[src/rtl/ecc_cap_pkg.sv]
// Shared constants and log packing for the ECC error capture block.
// Assumes 4 ranks per channel and a 64-bit log read as two 32-bit words.
package ecc_cap_pkg;
    localparam int COL_W  = 16;
    localparam int ROW_W  = 16;
    localparam int BANK_W = 3;
    localparam int RANK_W = 2;
    localparam int SYND_W = 8;
    localparam int LOG_W  = 64;
    localparam int REG_W  = 32;
    localparam int RANKS_PER_CH = 1 << RANK_W;

    // Field positions inside a channel log
    localparam int COL_LSB  = 48;
    localparam int ROW_LSB  = 32;
    localparam int BANK_LSB = 29;
    localparam int RANK_LSB = 27;
    localparam int SYND_LSB = 16;
    localparam int UE_BIT   = 1;
    localparam int CE_BIT   = 0;

    typedef logic [LOG_W-1:0] log_word_t;

    // Build a log word from error fields and the two class bits
    function automatic log_word_t pack_log(
        input logic [COL_W-1:0]  col,
        input logic [ROW_W-1:0]  row,
        input logic [BANK_W-1:0] bank,
        input logic [RANK_W-1:0] rank,
        input logic [SYND_W-1:0] synd,
        input logic [1:0]        cls);
        log_word_t w;
        w = '0;
        w[COL_LSB  +: COL_W]  = col;
        w[ROW_LSB  +: ROW_W]  = row;
        w[BANK_LSB +: BANK_W] = bank;
        w[RANK_LSB +: RANK_W] = rank;
        w[SYND_LSB +: SYND_W] = synd;
        w[1:0]                = cls;
        return w;
    endfunction
endpackage

[src/rtl/ecc_cap_status.sv]
// Sticky correctable/uncorrectable status flags with write-1-to-clear.
// Assumes set requests and clear masks arrive in the same cycle; set wins.
module ecc_cap_status (
    input  logic       clk,
    input  logic       rst_n,
    input  logic [1:0] set_req,
    input  logic [1:0] clr_mask,
    output logic [1:0] flags
);
    // Update flags: clear by mask, then OR in new events
    always_ff @(posedge clk) begin
        if (!rst_n) flags <= 2'b00;
        else        flags <= (flags & ~clr_mask) | set_req;
    end
endmodule

[src/rtl/ecc_cap_chan_log.sv]
// One channel's 64-bit error log with uncorrectable-over-correctable priority.
// Assumes enable is static per test phase; a disabled channel holds zero.
module ecc_cap_chan_log
    import ecc_cap_pkg::*;
#(
    parameter int CH_IDX = 0,
    parameter int RIDX_W = 3
) (
    input  logic              clk,
    input  logic              rst_n,
    input  logic              enable,
    input  logic              ce,
    input  logic              ue,
    input  logic [COL_W-1:0]  col,
    input  logic [ROW_W-1:0]  row,
    input  logic [BANK_W-1:0] bank,
    input  logic [RANK_W-1:0] rank,
    input  logic [SYND_W-1:0] synd,
    input  logic              clr_valid,
    output log_word_t         log_q,
    output logic [RIDX_W-1:0] row_idx
);
    logic [1:0] held;
    logic       take_ue;
    logic       take_ce;

    // Class bits as seen after a same-cycle clear
    always_comb begin
        held    = clr_valid ? 2'b00 : log_q[1:0];
        take_ue = ue && !held[UE_BIT];
        take_ce = ce && !ue && (held == 2'b00);
    end

    // Capture, hold or clear the log
    always_ff @(posedge clk) begin
        if (!rst_n || !enable) begin
            log_q <= '0;
        end else if (take_ue) begin
            log_q <= pack_log(col, row, bank, rank, synd, 2'b10);
        end else if (take_ce) begin
            log_q <= pack_log(col, row, bank, rank, synd, 2'b01);
        end else if (clr_valid) begin
            log_q[1:0] <= 2'b00;
        end
    end

    // Global row index: logged rank offset by this channel's rank block
    always_comb begin
        row_idx = RIDX_W'(CH_IDX * RANKS_PER_CH) + RIDX_W'(log_q[RANK_LSB +: RANK_W]);
    end
endmodule

[src/rtl/ecc_cap_regport.sv]
// Register port: status at word 0, log halves at 1+2c (low) and 2+2c (high).
// Assumes combinational reads; only word 0 is writable (write-1-to-clear).
module ecc_cap_regport
    import ecc_cap_pkg::*;
#(
    parameter int NCH    = 2,
    parameter int ADDR_W = 3
) (
    input  logic [ADDR_W-1:0]    reg_addr,
    input  logic                 reg_wr_en,
    input  logic [REG_W-1:0]     reg_wdata,
    input  logic [1:0]           flags,
    input  logic [NCH*LOG_W-1:0] logs,
    output logic [REG_W-1:0]     reg_rdata,
    output logic [1:0]           clr_mask,
    output logic                 clr_logs
);
    logic wdata_unused;
    assign wdata_unused = ^reg_wdata[REG_W-1:2];

    // Decode writes to the status word
    always_comb begin
        clr_mask = (reg_wr_en && reg_addr == '0) ? reg_wdata[1:0] : 2'b00;
        clr_logs = (clr_mask == 2'b11);
    end

    // Read multiplexer
    always_comb begin
        reg_rdata = '0;
        if (reg_addr == '0) begin
            reg_rdata = {{(REG_W-2){1'b0}}, flags};
        end else begin
            for (int c = 0; c < NCH; c++) begin
                if (reg_addr == ADDR_W'(1 + 2*c))
                    reg_rdata = logs[c*LOG_W +: REG_W];
                if (reg_addr == ADDR_W'(2 + 2*c))
                    reg_rdata = logs[c*LOG_W + REG_W +: REG_W];
            end
        end
    end
endmodule

[src/rtl/ecc_err_capture.sv]
// Top: ECC error status and per-channel log capture for a multi-channel DRAM
// controller. Assumes channel 0 is always enabled; single_chan disables the rest.
module ecc_err_capture
    import ecc_cap_pkg::*;
#(
    parameter int NCH    = 2,
    parameter int ADDR_W = 3,
    localparam int RIDX_W = $clog2(NCH * RANKS_PER_CH)
) (
    input  logic                    clk,
    input  logic                    rst_n,
    input  logic                    single_chan,
    input  logic [NCH-1:0]          ce_pulse,
    input  logic [NCH-1:0]          ue_pulse,
    input  logic [NCH*COL_W-1:0]    err_col,
    input  logic [NCH*ROW_W-1:0]    err_row,
    input  logic [NCH*BANK_W-1:0]   err_bank,
    input  logic [NCH*RANK_W-1:0]   err_rank,
    input  logic [NCH*SYND_W-1:0]   err_synd,
    input  logic [ADDR_W-1:0]       reg_addr,
    input  logic                    reg_wr_en,
    input  logic [REG_W-1:0]        reg_wdata,
    output logic [REG_W-1:0]        reg_rdata,
    output logic                    error_irq,
    output logic [NCH*RIDX_W-1:0]   row_idx
);
    logic [NCH-1:0]       ch_en;
    logic [1:0]           st_flags;
    logic [1:0]           st_set;
    logic [1:0]           clr_mask;
    logic                 clr_logs;
    logic [NCH*LOG_W-1:0] log_flat;

    // Channel enables from the single-channel configuration
    always_comb begin
        for (int c = 0; c < NCH; c++) ch_en[c] = (c == 0) || !single_chan;
    end

    // Status set requests from enabled channels
    always_comb begin
        st_set[0] = |(ce_pulse & ch_en);
        st_set[1] = |(ue_pulse & ch_en);
    end

    ecc_cap_status u_status (
        .clk      (clk),
        .rst_n    (rst_n),
        .set_req  (st_set),
        .clr_mask (clr_mask),
        .flags    (st_flags)
    );

    for (genvar c = 0; c < NCH; c++) begin : g_ch
        ecc_cap_chan_log #(.CH_IDX(c), .RIDX_W(RIDX_W)) u_log (
            .clk       (clk),
            .rst_n     (rst_n),
            .enable    (ch_en[c]),
            .ce        (ce_pulse[c]),
            .ue        (ue_pulse[c]),
            .col       (err_col[c*COL_W +: COL_W]),
            .row       (err_row[c*ROW_W +: ROW_W]),
            .bank      (err_bank[c*BANK_W +: BANK_W]),
            .rank      (err_rank[c*RANK_W +: RANK_W]),
            .synd      (err_synd[c*SYND_W +: SYND_W]),
            .clr_valid (clr_logs),
            .log_q     (log_flat[c*LOG_W +: LOG_W]),
            .row_idx   (row_idx[c*RIDX_W +: RIDX_W])
        );
    end

    ecc_cap_regport #(.NCH(NCH), .ADDR_W(ADDR_W)) u_regs (
        .reg_addr  (reg_addr),
        .reg_wr_en (reg_wr_en),
        .reg_wdata (reg_wdata),
        .flags     (st_flags),
        .logs      (log_flat),
        .reg_rdata (reg_rdata),
        .clr_mask  (clr_mask),
        .clr_logs  (clr_logs)
    );

    // Interrupt while any flag is held
    assign error_irq = |st_flags;
endmodule

[config.mk]
export PLATFORM = sky130hd
export DESIGN_NAME = ecc_err_capture
export DESIGN_NICKNAME = d
export VERILOG_FILES = /design/src/rtl/ecc_cap_pkg.sv /design/src/rtl/ecc_cap_status.sv /design/src/rtl/ecc_cap_chan_log.sv /design/src/rtl/ecc_cap_regport.sv /design/src/rtl/ecc_err_capture.sv
export SDC_FILE = /design/constraint.sdc
export NUM_CORES = 1
export LEC_CHECK = 0
export BUFFER_PORTS_ARGS = -buffer_cell sky130_fd_sc_hd__buf_2
export CAP_MARGIN = 20
export CORE_MARGIN = 3
export CORE_UTILIZATION = 35
export DETAILED_ROUTE_END_ITERATION = 8
export PLACE_DENSITY = 0.65
export SYNTH_ARGS = -nofsm -noshare
export SYNTH_HDL_FRONTEND = slang
export SYNTH_SLANG_ARGS = --single-unit
export TNS_END_PERCENT = 30
[constraint.sdc]
create_clock -name clk -period 2.75 [get_ports clk]
set_input_delay 0.4125 -clock clk [delete_from_list [all_inputs] [get_ports clk]]
set_output_delay 0.4125 -clock clk [all_outputs]
set_load 0.005 [all_outputs]
==> results.toml, run 1 <==
[timing]
fin_skew_ns = 0.0109
layout_setup_ws_ns = 0.314
max_freq_mhz = 411
final_hold_viol_count = 0
tns_ns = 0
fin_crit_sh_pct = 88.6
worst_slew_pin_slew_ns = 0.986
drv_slew = 0
setup_violations = 0
min_period_ns = 2.44
rsz0062_at_grt = "no"
fin_hold_ws_ns = 0.303
slew-limit-headroom_pct = 34.1

[global_route]
track_usage_pct = 18.9
grt.overflow.total = 0
grt_first_pass_wirelength_mm = 21.7
grt_antenna_before_repair = 1
grt_max_degree = 96
grt_pass1_vias = 4336

[power]
leakagePower_nw = 2.45
p_sw_share_pct = 25.6
seqPwrFrac_pct = 45.7
clock_power_share_pct = 40.2
cellPowerDensity_nw_per_um2 = 590
finalPower_mw = 3.33
p_comb_share_pct = 14.1
p_int_mw = 2.48
p_sw_uw = 854
vdd_drop_max_mv = 0.462

[clocking]
cts-resized-gates = 0
htree_num_levels = 3
cts_setup_buffers = 0
cts_sinks = 96
cts-root-buf = "clkbuf_16"
cts_buffers = 9
hold_buffers = 0
cts_buffer_depth = 2
path_clk_slew_ns = 0.07
cts_tree = "built"
worstSkewPairLatency_ns = 0.34

[min_path]
holdPathEnd = "g_ch[0].u_log.log_q[27]$_SDFFE_PN0P_"
min_from = "err_rank[0]"
hold_depth = 3
hp-class = "input port to register"

[floorplan]
rows = 40
num_io_pins = 172
fp.dieH_um = 120
core_area_um2 = 12300
fp.dieArea_um2 = 14300
die_x_um = 120
start_util_pct = 36.8

[finish]
layout.cells.non_filler = 824
drive_gt1_share_pct = 26.9
fin_area_um2 = 5640
final_cell_mix = "buf_2 (139), dfxtp_1 (96), nand2_1 (93)"
nets = 784
syn2layout_area_growth_pct = 24.7
utilization_pct = 45.8
mostFrequentLayoutCell = "buf_2"
n_fill_cell = 1265

[synth]
yosysSeqAreaShare_pct = 42.5
ys_seq_elements = 96
yosys_warnings = 0
syn-num-nets = 679
syn_avg_cell_area_um2 = 8.29
synth.distinct_cells = 31
netlist_instances = 546
synth_area_um2 = 4530

[detailed_routing]
vias = 4430
dr.pass1.iters = 5
route.detailed.drc = 0
wl_per_cell_um = 16.7
first_iter_violations = 266
via_per_inst = 5.38
antenna_left = 0
finalWirelength_mm = 13.7

[critical_path]
regToRegEndpoint = "g_ch[1].u_log.log_q[53]$_SDFFE_PP0P_"
cp.arrival_ns = 2.02
reg2reg_from = "g_ch[1].u_log.log_q[0]$_SDFF_PP0_"
end_kind = "output port"
crit_path_max_fanout = 15
crit_path_start_kind = "input port"
required_ns = 2.34
r2r_cells = 5
critical_path_class = "input port to output port"
rrSetupSlack_ns = 1.01

[placed_design]
dp.cells = 808
placed_cell_area_um2 = 5320
gp_congestion = 0.792
dp_slack_ns = 0.348
dp_hpwl_mm = 9.48
io_buffers = 139

[status]
status = "finished, final reports clean"

[job]
cap_violations = 0
==> flip-flops by register name, indices dropped and copies added, names as in the netlist <==
| signal | count |
|---|---|
| g_ch.u_log.log_q | 94 |
| u_status.flags | 2 |
==> layer usage <==
metal	part of all wire [%]	up-vias	track usage, %
met5	0	-	0
met4	1.0	0	5.01
met3	7.6	15	5.42
met2	48	190	31.3
met1	43	2099	24.1
li1	-	2126	-
==> cells in the mapped netlist <==
cell       count  area share [%]
nand2_1       94             7.8
a221oi_1       2            0.39
buf_6          6             1.5
clkbuf_2       4            0.44
o21ba_1        1            0.22
inv_1          4            0.33
clkbuf_1      40             3.3
o21ai_0       45             5.0
conb_1         2            0.17
a211o_1        1            0.19
nor2_1        19             1.6
nand3_1       46             5.1
o2111a_1       2            0.50
nand3_2        1            0.22
or2_2          1            0.14
o21bai_1       1            0.17
o32ai_1        2            0.39
nor2b_1        9             1.2
nand2b_1       2            0.28
a41o_1         1            0.22
buf_4          6            0.99
a22oi_1       32             5.3
a21oi_1       49             5.4
o22ai_1       13             1.8
o2111ai_1      1            0.19
nor4b_4        1            0.53
dfxtp_1       96              42
o22a_1         1            0.19
mux2i_1       60              13
mux2_2         2            0.50
buf_2          2            0.22
==> power by group through the flow <==
stage               clock, mW  sequential (mW)  combinational [mW]
floorplan                   0             1.54               0.302
global placement            0             1.55               0.459
detailed placement          0             1.55               0.471
CTS                      1.38             1.52               0.472
global route             1.43             1.53               0.519
finish                   1.34             1.52               0.470
==> final cells by class <==
class | count | area (um2) | area share [%]
multi-input cells | 388 | 2330 | 41.3
inverters | 4 | 15.0 | 0.266
diodes | 1 | 2.50 | 0.0443
well taps | 168 | 210 | 3.73
clock buffers | 9 | 225 | 3.99
flip-flops and latches | 96 | 1920 | 34.1
clock inverters | 6 | 95.1 | 1.69
repair buffers | 152 | 843 | 14.9
==> logic make-up after synthesis <==
logic type	count (synthesis)	share of synthesized area, %
simple gates	173	16.9
compound gates	151	20.0
flops	96	42.5
mux	62	13.8
buf+inv	62	6.80
other cells	2	0.166
==> worst max-delay path by stage <==
stage	slack (ns)	endpoint	cells past startpoint	startpoint
4_1_cts	0.36	reg_rdata[23]	5	reg_addr[0]
2_1_floorplan	0.92	reg_rdata[16]	5	reg_addr[0]
6_report	0.31	reg_rdata[23]	5	reg_addr[0]
5_1_grt	0.19	reg_rdata[20]	5	reg_addr[0]
3_5_place_dp	0.35	reg_rdata[23]	5	reg_addr[0]
3_3_place_gp	0.36	reg_rdata[23]	5	reg_addr[0]
==> worst max-delay path, cell delays in order <==
cell     delay (ns)
buf_2          0.24
nor2b_1        0.81
a22oi_1        0.23
o22ai_1        0.18
buf_2          0.14
(Power assumes the default switching activity.)
==> inputs of run 2 (changes only) <==
Settings changed: BUFFER_PORTS_ARGS -buffer_cell sky130_fd_sc_hd__buf_2 to not set, DONT_BUFFER_PORTS set to 1, PLACE_DENSITY 0.65 to 0.54.
Clock period 2.75 ns to 2.35 ns, I/O delays scaled along.
==> run 2 against run 1 <==
  * Critical path depth fell by 2
  * Setup slack better by 0.39 ns
  * Register-to-register slack got worse by 0.06 ns
  * Routed wire length is 5.5% lower
  * Final area decreased by 13%
  * Clock-buffer cell count rose by 4
  * Sequential share of layout area up 5.1 points
  * Clock skew down 0.0032 ns
  * Combinational power is 20% lower
  * Hold slack worse by 0.17 ns
  * Critical endpoint is now reg_rdata[1]
  * Largest cell class unchanged
  * Highest routed layer is now met5
==> results.toml, run 2 (synthesis results as in run 1) <==
[critical_path]
critical_path_class = "register to output port"
crit_chain = "mux2_2 -> a22oi_1 -> o32ai_1"
crit_path_start_kind = "register"
crit_path_max_fanout = 6
slowest_delay_ns = 0.35
cpMaxStageDelayCell = "dfxtp_1"
required_ns = 2.00
end_kind = "output port"
cp.arrival_ns = 1.30

[detailed_routing]
route.detailed.drc = 0
antenna_left = 0
vias = 3842
first_iter_violations = 252
dr.pass1.iters = 5
via_per_inst = 5.59
wl_per_cell_um = 18.9
finalWirelength_mm = 13.0

[floorplan]
start_util_pct = 36.8
num_io_pins = 172
fp.dieH_um = 120
rows = 40
die_x_um = 120
core_area_um2 = 12300
fp.dieArea_um2 = 14300

[clocking]
cts_tree = "built"
hold_buffers = 0
cts_buffer_depth = 2
cts-root-buf = "clkbuf_16"
cts_setup_buffers = 0
path_clk_slew_ns = 0.06
htree_num_levels = 3
worstSkewPairLatency_ns = 0.34
cts-resized-gates = 0
cts_buffers = 9
cts_sinks = 96

[placed_design]
dp_hpwl_mm = 8.87
gp_congestion = 0.748
dp_slack_ns = 0.471
io_buffers = 0
dp.cells = 671

[global_route]
track_usage_pct = 18.2
grt_max_degree = 97
grt_pass1_vias = 3899
grt_antenna_before_repair = 1
grt_first_pass_wirelength_mm = 20.9
grt.overflow.total = 0

[timing]
final_hold_viol_count = 0
min_period_ns = 1.65
worst_slew_pin_slew_ns = 0.613
fin_crit_sh_pct = 70.2
setup_violations = 0
drv_slew = 0
rsz0062_at_grt = "no"
tns_ns = 0
max_freq_mhz = 606
slew-limit-headroom_pct = 59.1
fin_skew_ns = 0.00772
layout_setup_ws_ns = 0.699

[finish]
n_fill_cell = 1310
layout.cells.non_filler = 687
reg.largest.list = "g_ch.u_log.log_q (94), u_status.flags (2)"
drive_gt1_share_pct = 7.13
final_cell_mix = "dfxtp_1 (96), nand2_1 (93), mux2i_1 (60)"
syn2layout_area_growth_pct = 8.35
largest_register_ffs = 94
regMostFlops = "g_ch.u_log.log_q"
mostFrequentLayoutCell = "dfxtp_1"
diodes = 0
nets = 647

[power]
leakagePower_nw = 1.84
vdd_drop_max_mv = 0.490
cellPowerDensity_nw_per_um2 = 759
finalPower_mw = 3.73

[status]
status = "finished, final reports clean"

[job]
cap_violations = 0

[min_path]
hp-class = "input port to register"
## run 2: changes by cell type in the layout (fill, tap and decap cells not counted), moves of 3 or more
cell	previous run	this run
buf_2	139	0
clkinv_4	4	0
buf_12	4	0
clkbuf_1	0	3
buf_4	9	15
## run 2: stage by stage
step                      cell area, um2  utilization (%)  hold WS (ns)
after floorplan                     4530                -         0.436
after global placement              4590             37.3         0.445
after detailed placement            4590             37.3         0.454
after CTS                           4900             39.8         0.118
after global routing                4900             39.8         0.130
final                               4900             39.8         0.134
## run 2: power by group
| group | internal [mW] | switching (mW) | leakage, nW |
|---|---|---|---|
| Sequential | 1.73 | 0.0536 | 0.789 |
| Clock | 0.961 | 0.604 | 0.154 |
| Combinational | 0.159 | 0.219 | 0.893 |
| Total | 2.85 | 0.877 | 1.84 |
## run 2: path summary, 6_finish.rpt
check / endpoint / from / slack [ns] / cells past startpoint
min: g_ch[1].u_log.log_q[1]$_SDFF_PP0_ / ue_pulse[1] / 0.13 / 2
min reg2reg: g_ch[0].u_log.log_q[52]$_SDFFE_PN0P_ / g_ch[0].u_log.log_q[52]$_SDFFE_PN0P_ / 0.46 / 2
max: reg_rdata[1] / g_ch[1].u_log.log_q[1]$_SDFF_PP0_ / 0.70 / 3
max reg2reg: g_ch[0].u_log.log_q[34]$_SDFFE_PN0P_ / g_ch[0].u_log.log_q[0]$_SDFF_PP0_ / 0.95 / 5
## run 2: metal layers
metal	track usage (%)	up-vias	part of all wire, %
met2	30.1	154	48
met4	3.01	2	0.69
li1	-	1855	-
met5	0	-	0.10
met3	8.20	8	9.2
met1	22.3	1823	42
## run 2: worst max-delay path, delay by kind of cell (launching register included)
family / cells / cell delay [ns]
compound gates: 2 / 0.32
flops: 1 / 0.35
mux: 1 / 0.29
## run 2: area by class of cell
type,instances,area [um2],area share (%)
well taps,168,210,4.29
flip-flops and latches,96,1920,39.2
clock buffers,13,250,5.10
clock inverters,3,65.1,1.33
multi-input cells,388,2330,47.5
repair buffers,15,113,2.30
inverters,4,15.0,0.306
==> inputs of run 3 (changes only) <==
Settings changed: PLACE_DENSITY 0.54 to 0.56.
Clock period 2.35 ns to 1.37 ns, I/O delays scaled along.
==> run 3 against run 2 <==
  * The flow now finishes with violations (setup timing)
  * Sequential share of layout area down 5.2 points
  * Final area is 15% higher
  * Highest routed layer is now met4
  * Sequential power increased by 72%
  * Critical path depth unchanged
  * Clock-buffer cell count fell by 3
  * Setup slack got worse by 0.74 ns
  * Critical path type unchanged
==> results.toml, run 3 (synthesis results as in run 1) <==
[clocking]
cts_tree = "built"
cts-root-buf = "clkbuf_16"
path_clk_slew_ns = 0.06
cts_sinks = 96
cts_buffers = 9
worstSkewPairLatency_ns = 0.35
htree_num_levels = 3
cts_buffer_depth = 2

[placed_design]
placed_cell_area_um2 = 4740
gp_congestion = 0.743
dp.cells = 675
io_buffers = 0
dp_hpwl_mm = 8.88

[floorplan]
fp.dieArea_um2 = 14300
num_io_pins = 172
fp.dieH_um = 120
rows = 40
die_x_um = 120
start_util_pct = 36.8
core_area_um2 = 12300

[finish]
reg.largest.list = "g_ch.u_log.log_q (94), u_status.flags (2)"
regMostFlops = "g_ch.u_log.log_q"
final_cell_mix = "nand2_1 (93), dfxtp_1 (93), mux2i_1 (59)"
fin_area_um2 = 5660
n_fill_cell = 1223
drive_gt1_share_pct = 9.90
diodes = 0
layout.cells.non_filler = 744
nets = 704
syn2layout_area_growth_pct = 25.0
largest_register_ffs = 94

[min_path]
hold_depth = 2
hp-class = "input port to register"
min_from = "err_synd[1]"
holdPathEnd = "g_ch[0].u_log.log_q[17]$_SDFFE_PN0P_"

[timing]
drv_slew = 0
final_hold_viol_count = 0
worst_slew_pin_slew_ns = 0.552
max_freq_mhz = 711
min_period_ns = 1.41
layout_setup_ws_ns = -0.0365
setup_violations = 2
slew-limit-headroom_pct = 63.2
fin_crit_sh_pct = 103
rsz0062_at_grt = "yes"
fin_skew_ns = 0.00402

[detailed_routing]
route.detailed.drc = 0
antenna_left = 0
dr.pass1.iters = 5
wl_per_cell_um = 19.2
finalWirelength_mm = 14.3
vias = 4162
via_per_inst = 5.59
first_iter_violations = 342

[critical_path]
rrSetupSlack_ns = 0.08
cpMaxStageDelayCell = "dfxtp_1"
required_ns = 1.16
crit_path_start_kind = "register"
crit_chain = "mux2_4 -> a22oi_2 -> o32ai_2"
cp.arrival_ns = 1.20
end_kind = "output port"
critical_path_class = "register to output port"
r2r_cells = 5
slowest_delay_ns = 0.31
reg2reg_from = "g_ch[0].u_log.log_q[0]$_SDFF_PP0_"
crit_path_max_fanout = 2
regToRegEndpoint = "g_ch[0].u_log.log_q[41]$_SDFFE_PN0P_"

[global_route]
grt_antenna_before_repair = 0
grt.overflow.total = 0
grt_first_pass_wirelength_mm = 22.2
grt_pass1_vias = 4204
grt_max_degree = 88
track_usage_pct = 19.6

[status]
status = "complete, but fails checks"
failed_checks = "setup timing"

[power]
leakagePower_nw = 2.12
cellPowerDensity_nw_per_um2 = 1150
vdd_drop_max_mv = 0.941

[job]
cap_violations = 0
run 3: changes by cell type in the layout (fill, tap and decap cells not counted), sizes merged:
| cell | delta |
|---|---|
| buf | +5 |
| bufinv | -1 |
| clkbuf | -1 |
| clkinvlp | +3 |
| dlygate4sd3 | +50 |
| inv | +1 |
run 3: power by group:
part	leakage, nW	internal, mW	switching [mW]
clock network	0.141	1.47	1.08
logic	1.19	0.453	0.446
registers	0.790	2.96	0.0968
total	2.12	4.88	1.63
run 3: final cells by class:
type,count,area [um2],area share [%]
clock inverters,6,66.3,1.17
flip-flops and latches,96,1930,34.0
well taps,168,210,3.71
multi-input cells,388,2380,42.0
inverters,4,15.0,0.265
repair buffers,72,826,14.6
clock buffers,10,239,4.22
run 3: timing repair:
item	CTS	global route
hold buffers	49	1
endpoints found under the hold margin	40	1
endpoints found under the setup margin	2	33
setup buffers	1	0
pin swaps	3	1
gates resized for setup	6	7
cloned	0	2
run 3: per-stage QoR:
step	hold slack, ns	worst slack (ns)	utilization [%]	TNS, ns	power, mW
2_1_floorplan	0.344	-0.161	-	-12.29	3.70
3_3_place_gp	0.334	-0.109	38.5	-5.07	3.81
3_5_place_dp	0.340	-0.162	38.5	-7.45	3.84
4_1_cts	0.000150	-0.0564	45.3	-0.111	6.55
5_1_grt	0.00153	-0.103	46.0	-0.165	6.83
6_report	0.0135	-0.0365	46.0	-0.0457	6.51
run 3: worst max-delay path: cells and delay by family (launching register included):
family | cells | cell delay [ns]
flip-flops | 1 | 0.31
AO/OA/AOI/OAI | 2 | 0.28
multiplexers | 1 | 0.27
run 3: layer usage:
metal	part of all wire [%]	vias up	global-route usage [%]
met4	2.4	0	6.66
li1	-	1971	-
met5	0	-	0
met1	42	2005	23.6
met2	48	165	33.1
met3	7.1	21	6.36
run 3: worst max-delay path by stage:
stage                                                     from                              endpoint  slack, ns  cells past startpoint
after CTS                 g_ch[0].u_log.log_q[33]$_SDFFE_PN0P_                          reg_rdata[1]      -0.06                      3
after global routing      g_ch[0].u_log.log_q[33]$_SDFFE_PN0P_                          reg_rdata[1]      -0.10                      3
after global placement                             reg_addr[1]  g_ch[1].u_log.log_q[44]$_SDFFE_PP0P_      -0.11                      5
after detailed placement                           reg_addr[1]  g_ch[1].u_log.log_q[23]$_SDFFE_PP0P_      -0.16                      5
final                     g_ch[0].u_log.log_q[33]$_SDFFE_PN0P_                          reg_rdata[1]      -0.04                      3
after floorplan                                    reg_addr[2]  g_ch[0].u_log.log_q[31]$_SDFFE_PN0P_      -0.16                      7
